`src/rtl/cmp_timer_pkg.sv`:
```
package cmp_timer_pkg;
  localparam int unsigned ADDR_W = 5;
  localparam int unsigned CTRL_W = 4;

  localparam logic [ADDR_W-1:0] OFS_CNT_LO = 5'h00;
  localparam logic [ADDR_W-1:0] OFS_CNT_HI = 5'h04;
  localparam logic [ADDR_W-1:0] OFS_CTRL   = 5'h08;
  localparam logic [ADDR_W-1:0] OFS_STAT   = 5'h0C;
  localparam logic [ADDR_W-1:0] OFS_CMP_LO = 5'h10;
  localparam logic [ADDR_W-1:0] OFS_CMP_HI = 5'h14;
  localparam logic [ADDR_W-1:0] OFS_STEP   = 5'h18;

  // field order is the control word bit order, msb first
  typedef struct packed {
    logic step_en;
    logic irq_en;
    logic cmp_en;
    logic cnt_en;
  } ctrl_t;

  typedef struct packed {
    logic cnt_lo;
    logic cnt_hi;
    logic ctrl;
    logic stat;
    logic cmp_lo;
    logic cmp_hi;
    logic step;
  } wr_stb_t;
endpackage

```
`src/rtl/cmp_timer_regs.sv`:
```
module cmp_timer_regs
  import cmp_timer_pkg::*;
#(
  parameter int unsigned REG_W = 32
) (
  input  logic                 clk_i,
  input  logic                 rst_ni,
  input  logic                 req_valid_i,
  input  logic                 req_write_i,
  input  logic [ADDR_W-1:0]    req_addr_i,
  input  logic [REG_W-1:0]     req_wdata_i,
  output logic                 rsp_valid_o,
  output logic [REG_W-1:0]     rsp_rdata_o,
  input  logic [2*REG_W-1:0]   cnt_i,
  input  logic [2*REG_W-1:0]   cmp_i,
  input  logic                 flag_i,
  output wr_stb_t              stb_o,
  output ctrl_t                ctrl_o,
  output logic [REG_W-1:0]     step_o
);
  logic           wr_acc;
  logic [REG_W-1:0] rd_data;
  ctrl_t          ctrl_q;
  logic [REG_W-1:0] step_q;

  assign wr_acc = req_valid_i & req_write_i;

  always_comb begin
    stb_o   = '0;
    rd_data = '0;
    case (req_addr_i)
      OFS_CNT_LO: begin stb_o.cnt_lo = wr_acc; rd_data = cnt_i[REG_W-1:0]; end
      OFS_CNT_HI: begin stb_o.cnt_hi = wr_acc; rd_data = cnt_i[2*REG_W-1:REG_W]; end
      OFS_CTRL:   begin stb_o.ctrl   = wr_acc; rd_data = REG_W'(ctrl_q); end
      OFS_STAT:   begin stb_o.stat   = wr_acc; rd_data = REG_W'(flag_i); end
      OFS_CMP_LO: begin stb_o.cmp_lo = wr_acc; rd_data = cmp_i[REG_W-1:0]; end
      OFS_CMP_HI: begin stb_o.cmp_hi = wr_acc; rd_data = cmp_i[2*REG_W-1:REG_W]; end
      OFS_STEP:   begin stb_o.step   = wr_acc; rd_data = step_q; end
      default: ;
    endcase
  end

  always_ff @(posedge clk_i or negedge rst_ni) begin
    if (!rst_ni) begin
      ctrl_q      <= '0;
      step_q      <= '0;
      rsp_valid_o <= 1'b0;
      rsp_rdata_o <= '0;
    end else begin
      if (stb_o.ctrl) ctrl_q <= ctrl_t'(req_wdata_i[CTRL_W-1:0]);
      if (stb_o.step) step_q <= req_wdata_i;
      rsp_valid_o <= req_valid_i;
      rsp_rdata_o <= (req_valid_i && !req_write_i) ? rd_data : '0;
    end
  end

  assign ctrl_o = ctrl_q;
  assign step_o = step_q;

  assert_rsp_R11: assert property (@(posedge clk_i) disable iff (!rst_ni)
    req_valid_i |=> rsp_valid_o);
  assert_rsp_idle_R11: assert property (@(posedge clk_i) disable iff (!rst_ni)
    !req_valid_i |=> !rsp_valid_o);
  assert_ctrl_wr_R10: assert property (@(posedge clk_i) disable iff (!rst_ni)
    (req_valid_i && req_write_i && req_addr_i == OFS_CTRL)
      |=> ctrl_q == ctrl_t'($past(req_wdata_i[CTRL_W-1:0])));
endmodule

```
`src/rtl/cmp_timer_counter.sv`:
```
module cmp_timer_counter #(
  parameter int unsigned CNT_W = 64
) (
  input  logic                 clk_i,
  input  logic                 rst_ni,
  input  logic                 en_i,
  input  logic                 wr_lo_i,
  input  logic                 wr_hi_i,
  input  logic [CNT_W/2-1:0]   wdata_i,
  output logic [CNT_W-1:0]     cnt_o
);
  localparam int unsigned HALF = CNT_W / 2;

  logic [CNT_W-1:0] cnt_q;

  // single full-width adder: carry into the high half lands on the wrap edge
  always_ff @(posedge clk_i or negedge rst_ni) begin
    if (!rst_ni) begin
      cnt_q <= '0;
    end else if (en_i) begin
      cnt_q <= cnt_q + 1'b1;
    end else begin
      if (wr_lo_i) cnt_q[HALF-1:0]     <= wdata_i;
      if (wr_hi_i) cnt_q[CNT_W-1:HALF] <= wdata_i;
    end
  end

  assign cnt_o = cnt_q;

  assert_step_R2: assert property (@(posedge clk_i) disable iff (!rst_ni)
    en_i |=> cnt_q == $past(cnt_q) + 1'b1);
  assert_hold_R2: assert property (@(posedge clk_i) disable iff (!rst_ni)
    (!en_i && !wr_lo_i && !wr_hi_i) |=> $stable(cnt_q));
  assert_carry_R3: assert property (@(posedge clk_i) disable iff (!rst_ni)
    (en_i && (&cnt_q[HALF-1:0]))
      |=> (cnt_q[HALF-1:0] == '0) && (cnt_q[CNT_W-1:HALF] == $past(cnt_q[CNT_W-1:HALF]) + 1'b1));
  assert_wr_ignored_R4: assert property (@(posedge clk_i) disable iff (!rst_ni)
    (en_i && (wr_lo_i || wr_hi_i)) |=> cnt_q == $past(cnt_q) + 1'b1);
endmodule

```
`src/rtl/cmp_timer_compare.sv`:
```
module cmp_timer_compare #(
  parameter int unsigned CNT_W = 64
) (
  input  logic                 clk_i,
  input  logic                 rst_ni,
  input  logic [CNT_W-1:0]     cnt_i,
  input  logic                 cmp_en_i,
  input  logic                 step_en_i,
  input  logic [CNT_W/2-1:0]   step_i,
  input  logic                 wr_lo_i,
  input  logic                 wr_hi_i,
  input  logic [CNT_W/2-1:0]   wdata_i,
  input  logic                 clr_i,
  output logic [CNT_W-1:0]     cmp_o,
  output logic                 flag_o
);
  localparam int unsigned HALF = CNT_W / 2;

  logic [CNT_W-1:0] cmp_q;
  logic             flag_q;
  logic             hit;

  assign hit = cmp_en_i && (cnt_i == cmp_q);

  always_ff @(posedge clk_i or negedge rst_ni) begin
    if (!rst_ni) begin
      cmp_q  <= '0;
      flag_q <= 1'b0;
    end else begin
      if (wr_lo_i || wr_hi_i) begin
        if (wr_lo_i) cmp_q[HALF-1:0]     <= wdata_i;
        if (wr_hi_i) cmp_q[CNT_W-1:HALF] <= wdata_i;
      end else if (hit && step_en_i) begin
        cmp_q <= cmp_q + {{HALF{1'b0}}, step_i};
      end
      // a new event outranks a same-cycle clear
      flag_q <= hit | (flag_q & ~clr_i);
    end
  end

  assign cmp_o  = cmp_q;
  assign flag_o = flag_q;

  assert_event_R6: assert property (@(posedge clk_i) disable iff (!rst_ni)
    (cmp_en_i && cnt_i == cmp_q) |=> flag_q);
  assert_quiet_R6: assert property (@(posedge clk_i) disable iff (!rst_ni)
    (!cmp_en_i && !flag_q) |=> !flag_q);
  assert_sticky_R7: assert property (@(posedge clk_i) disable iff (!rst_ni)
    (flag_q && !clr_i) |=> flag_q);
  assert_step_add_R8: assert property (@(posedge clk_i) disable iff (!rst_ni)
    (hit && step_en_i && !wr_lo_i && !wr_hi_i)
      |=> cmp_q == $past(cmp_q + {{HALF{1'b0}}, step_i}));
endmodule

```
`src/rtl/cmp_timer.sv`:
```
module cmp_timer
  import cmp_timer_pkg::*;
#(
  parameter int unsigned REG_W = 32
) (
  input  logic                 clk_i,
  input  logic                 rst_ni,
  input  logic                 req_valid_i,
  output logic                 req_ready_o,
  input  logic                 req_write_i,
  input  logic [ADDR_W-1:0]    req_addr_i,
  input  logic [REG_W-1:0]     req_wdata_i,
  output logic                 rsp_valid_o,
  output logic [REG_W-1:0]     rsp_rdata_o,
  output logic                 irq_o
);
  localparam int unsigned CNT_W = 2 * REG_W;

  wr_stb_t          stb;
  ctrl_t            ctrl;
  logic [REG_W-1:0] step;
  logic [CNT_W-1:0] cnt;
  logic [CNT_W-1:0] cmp;
  logic             flag;

  assign req_ready_o = 1'b1;

  cmp_timer_regs #(.REG_W(REG_W)) u_regs (
    .clk_i       (clk_i),
    .rst_ni      (rst_ni),
    .req_valid_i (req_valid_i),
    .req_write_i (req_write_i),
    .req_addr_i  (req_addr_i),
    .req_wdata_i (req_wdata_i),
    .rsp_valid_o (rsp_valid_o),
    .rsp_rdata_o (rsp_rdata_o),
    .cnt_i       (cnt),
    .cmp_i       (cmp),
    .flag_i      (flag),
    .stb_o       (stb),
    .ctrl_o      (ctrl),
    .step_o      (step)
  );

  cmp_timer_counter #(.CNT_W(CNT_W)) u_counter (
    .clk_i   (clk_i),
    .rst_ni  (rst_ni),
    .en_i    (ctrl.cnt_en),
    .wr_lo_i (stb.cnt_lo),
    .wr_hi_i (stb.cnt_hi),
    .wdata_i (req_wdata_i),
    .cnt_o   (cnt)
  );

  cmp_timer_compare #(.CNT_W(CNT_W)) u_compare (
    .clk_i     (clk_i),
    .rst_ni    (rst_ni),
    .cnt_i     (cnt),
    .cmp_en_i  (ctrl.cmp_en),
    .step_en_i (ctrl.step_en),
    .step_i    (step),
    .wr_lo_i   (stb.cmp_lo),
    .wr_hi_i   (stb.cmp_hi),
    .wdata_i   (req_wdata_i),
    .clr_i     (stb.stat & req_wdata_i[0]),
    .cmp_o     (cmp),
    .flag_o    (flag)
  );

  assign irq_o = flag & ctrl.irq_en;
endmodule

```
`config.mk`:
```
export PLATFORM = sky130hd
export DESIGN_NAME = cmp_timer
export DESIGN_NICKNAME = d
export VERILOG_FILES = /design/src/rtl/cmp_timer_pkg.sv /design/src/rtl/cmp_timer_regs.sv /design/src/rtl/cmp_timer_counter.sv /design/src/rtl/cmp_timer_compare.sv /design/src/rtl/cmp_timer.sv
export SDC_FILE = /design/constraint.sdc
export NUM_CORES = 1
export LEC_CHECK = 0
export BUFFER_PORTS_ARGS = -buffer_cell sky130_fd_sc_hd__buf_2
export CAP_MARGIN = 20
export CORE_MARGIN = 8
export CORE_UTILIZATION = 35
export CTS_CLUSTER_SIZE = 8
export DETAILED_ROUTE_END_ITERATION = 8
export PLACE_DENSITY = 0.6
export SYNTH_ARGS = -nofsm -noshare
export SYNTH_HDL_FRONTEND = slang
export SYNTH_HIERARCHICAL = 1
export SYNTH_SLANG_ARGS = --single-unit
```
`constraint.sdc`:
```
create_clock -name clk_i -period 2.7 [get_ports clk_i]
set_input_delay 0.81 -clock clk_i [delete_from_list [all_inputs] [get_ports clk_i]]
set_output_delay 0.81 -clock clk_i [all_outputs]
set_load 0.02 [all_outputs]
```
==> metrics.yaml <==
wl_met2_mm: 31.5
post-dp-hpwl_mm: 53.9
htreeDepth: 4
grt_setup_unrepaired: "yes"
synth_top_family_by_area: "simple AND/OR/NAND/NOR gates"
cts_tree: "done"
critPathMostFrequentCell: "nand4_1"
synth_area_leaders: "dfrtp_1 (35%), mux2_2 (6.9%), a21oi_1 (5.1%)"
leakage_nw: 8.75
area_growth_pct: 42.8
synth_cell_types: 95
cp-startpoint: "u_regs/step_o[8]"
syn-num-nets: 1715
r2r_start: "u_regs/step_o[8]"
muxShareOfSynthArea_pct: 8.70
tightest_slew_ps: 721
relSlewSlack_pct: 51.5
grt_overflow_total: 0
cp_max_fo: 5
ys_ff_latch: 198
crit_path_start_kind: "flop"
slowest_stage: "or4_4"
grt_max_degree: 62
cts_hold_buf: 0
arrival_ps: 3410
hold_viol: 0
synth_fa_ha_area_share_pct: 3.07
p_int_mw: 8.23
synth_compound_area_share_pct: 19.5
synth_edf_count: 0
start_util_pct: 35.5
crit_chain: "ha_1 > buf_4 > nand4_1 > buf_4 > nor2_1 > a211o_1 > nand4_1 > nand4_1 > buf_6 > nand3_4 > or4_4 > xnor2_1 > mux2_2"
setup_tns_ps: -11520
drt-total-wl_mm: 70.2
syn-instance-count: 1640
p_comb_share_pct: 52.5
final_cells: 2635
skew_ps: 14.4
wl_met3_mm: 6.92
ir_drop_mv: 0.445
fin_nets: 2170
cts_num_sinks: 198
power_density_nw_per_um2: 692
drc: 0
synth-async-reset-ratio_pct: 100
critPathCaptureType: "flop"
min_period_over_period_pct: 113
dp_cells: 2554
wl_met1_mm: 28.1
status: "finished with violations"
ys_warn_count: 6
antenna_found_initial: 4
slew_viol_final: 0
insertion_delay_ps: 480
layout_min_cycle_time_ps: 3050
clock_path_buffers: 2
clockPowerShare_pct: 19.7
path_clk_slew_ps: 80
setup_viol: 64
post-route-util_pct: 50.7
synth_flop_cell: "dfrtp_1"
vias_per_cell: 6.08
dr.pass1.iters: 6
critical_path_class: "reg2reg"
vias: 16000
netlist.area_leader.share_pct: 35.1
seqPwrFrac_pct: 27.7
drv_cap: 0
cts_buffers: 17
drt_iter0_markers: 1935
pre_cts_ws_ps: -600
syn_area_per_cell_sq_um: 8.61
grt_pass1_vias: 15400
ant_nets: 0
synthXorXnorAreaFrac_pct: 6.02
yosysSeqAreaShare_pct: 35.1
max_freq_mhz: 327
clockRootBuffer: "clkbuf_16"
numPortBuffers: 74
die_x_um: 217
die_area_sq_um: 47000
swShare_pct: 41.0
highest_layer: "met5"
grt_pass1_wl_mm: 102
worst_hold_path_type: "in2async"
grt_usage_pct: 28.9
die_h_um: 217
p_sw_mw: 5.72
fill_cells: 3735
crit_path_max_incr_delay_ps: 430
synthSimpleGateAreaFrac_pct: 23.0
power.total_mw: 14.0
rows: 73
critPathRequiredTime_ps: 3060
post_drt_wl_per_cell_um: 26.6
drive_gt1_share_pct: 39.3
core_area_sq_um: 39700
synth_area_sq_um: 14100
worst_slack_ps: -353
yosys.area.top_type: "dfrtp_1"
violations: "setup timing"
ioPinCount: 76
gp_congestion: 1.03
worst_r2r_path_depth: 13
worst max-delay path: cells and delay by family (launching register included):
kind            cells  cell delay (ps)
simple gates        6             1140
xor+xnor            1              150
fa+ha+maj           1              310
mux                 1              270
compound gates      1              160
flops               1              400
buf+inv             3              510
cell usage after synthesis, drive strengths merged, types with 8 or more instances:
cell type    n
nor3        43
dfrtp      198
buf         37
clkbuf      69
a32oi       19
o211ai      14
mux2i        8
mux2       100
o21ai       61
and2         9
nor4        35
nor2       166
nand2b       9
nand3       78
a21o        15
inv         40
ha          33
a31oi       20
a22oi       14
o22ai       23
a21oi      145
nand2      153
a311oi      10
nor2b       11
a211oi      20
and3        28
xnor2       42
a221oi      11
nand4       45
and3b       10
xor2        55
and4        11
power groups by stage:
stage	sequential (mW)	clock (mW)	combinational, mW
4_1_cts	3.84	2.78	6.77
5_1_grt	3.92	2.88	7.71
2_1_floorplan	3.98	0	3.02
3_5_place_dp	3.89	0	6.39
6_report	3.87	2.75	7.33
3_3_place_gp	3.88	0	6.34
metrics by stage:
stage / instance area [sq um] / hold WS, ps
after CTS: 19700 / 291
final: 20200 / 280
after global routing: 20200 / 297
after global placement: 18200 / 504
after floorplan: 14300 / 480
after detailed placement: 18200 / 513
cells by family after synthesis:
family,after synthesis
multiplexers,109
XOR/XNOR,97
buffers and inverters,149
AND/OR/NAND/NOR,632
AO/OA/AOI/OAI,420
adder cells (fa/ha/maj),34
other,1
flip-flops,198
repair_timing:
| action | 4_1_cts | 5_1_grt |
|---|---|---|
| resized for setup | 112 | 95 |
| endpoints found under the setup margin | 65 | 68 |
| setup buffers | 33 | 17 |
| cloned | 7 | 0 |
| pin swaps | 58 | 51 |
layout by cell type, fill, tap and decap left out, types with 9 or more instances in the layout:
| master | synthesis | layout |
|---|---|---|
| buf_6 | 3 | 28 |
| mux2_1 | 14 | 14 |
| nand4_1 | 45 | 45 |
| ha_1 | 33 | 26 |
| a21oi_2 | 0 | 16 |
| clkbuf_16 | 0 | 17 |
| nand2_1 | 152 | 146 |
| nor2_1 | 165 | 142 |
| nor2_2 | 0 | 10 |
| nor4_1 | 29 | 20 |
| nor2_4 | 1 | 14 |
| buf_4 | 4 | 417 |
| nand3_1 | 76 | 72 |
| a32oi_1 | 19 | 19 |
| a21oi_1 | 145 | 126 |
| nor2b_1 | 10 | 10 |
| and3b_1 | 10 | 10 |
| xor2_1 | 55 | 50 |
| a311oi_1 | 10 | 9 |
| o21ai_0 | 57 | 42 |
| dfrtp_1 | 198 | 194 |
| buf_2 | 23 | 73 |
| xnor2_1 | 42 | 35 |
| o211ai_1 | 14 | 14 |
| nor3_1 | 42 | 40 |
| a31oi_1 | 20 | 14 |
| nor4_4 | 3 | 9 |
| mux2_2 | 86 | 82 |
| inv_1 | 39 | 39 |
| buf_12 | 0 | 20 |
| o22ai_1 | 23 | 23 |
| a211oi_1 | 20 | 14 |
| and4_1 | 10 | 10 |
| o21ai_1 | 4 | 16 |
| a21o_1 | 15 | 15 |
| a22oi_1 | 14 | 14 |
| and3_1 | 26 | 25 |
flip-flops by register name (all words and copies together), names as in the netlist:
register and flops:
u_regs/rsp_rdata_o 32, u_counter/cnt_o 64, u_regs/ctrl_o 4, u_regs/rsp_valid_o 1
u_regs/step_o 32, u_compare/cmp_o 64, u_compare/flag_o 1
cell type report:
cell class,instances,area [sq um],share of cell area (%)
Multi-Input combinational cell,1293,9460,46.9
Sequential cell,198,4960,24.6
Timing Repair Buffer,545,4330,21.5
Tap cell,525,657,3.26
Clock buffer,21,480,2.38
Inverter,40,150,0.745
Clock inverter,10,119,0.590
Antenna cell,3,7.51,0.0372
final timing paths:
kind / to / slack [ps]
min in group clk_i: u_regs/ctrl_o[2] / 530
max reg2reg: u_compare/cmp_o[52] / -350
min reg2reg: u_regs/ctrl_o[2] / 530
max: u_compare/cmp_o[52] / -350
min: u_regs/rsp_rdata_o[26] / 280
max in group asynchronous: u_regs/step_o[27] / 1620
metal layers:
layer  track usage (%)  vias to the layer above
met4              13.9                        2
met1              37.8                     7859
met5                 0                        -
met3              5.81                      196
li1                  -                     6971
met2              45.3                      986
(Power assumes the default switching activity.)
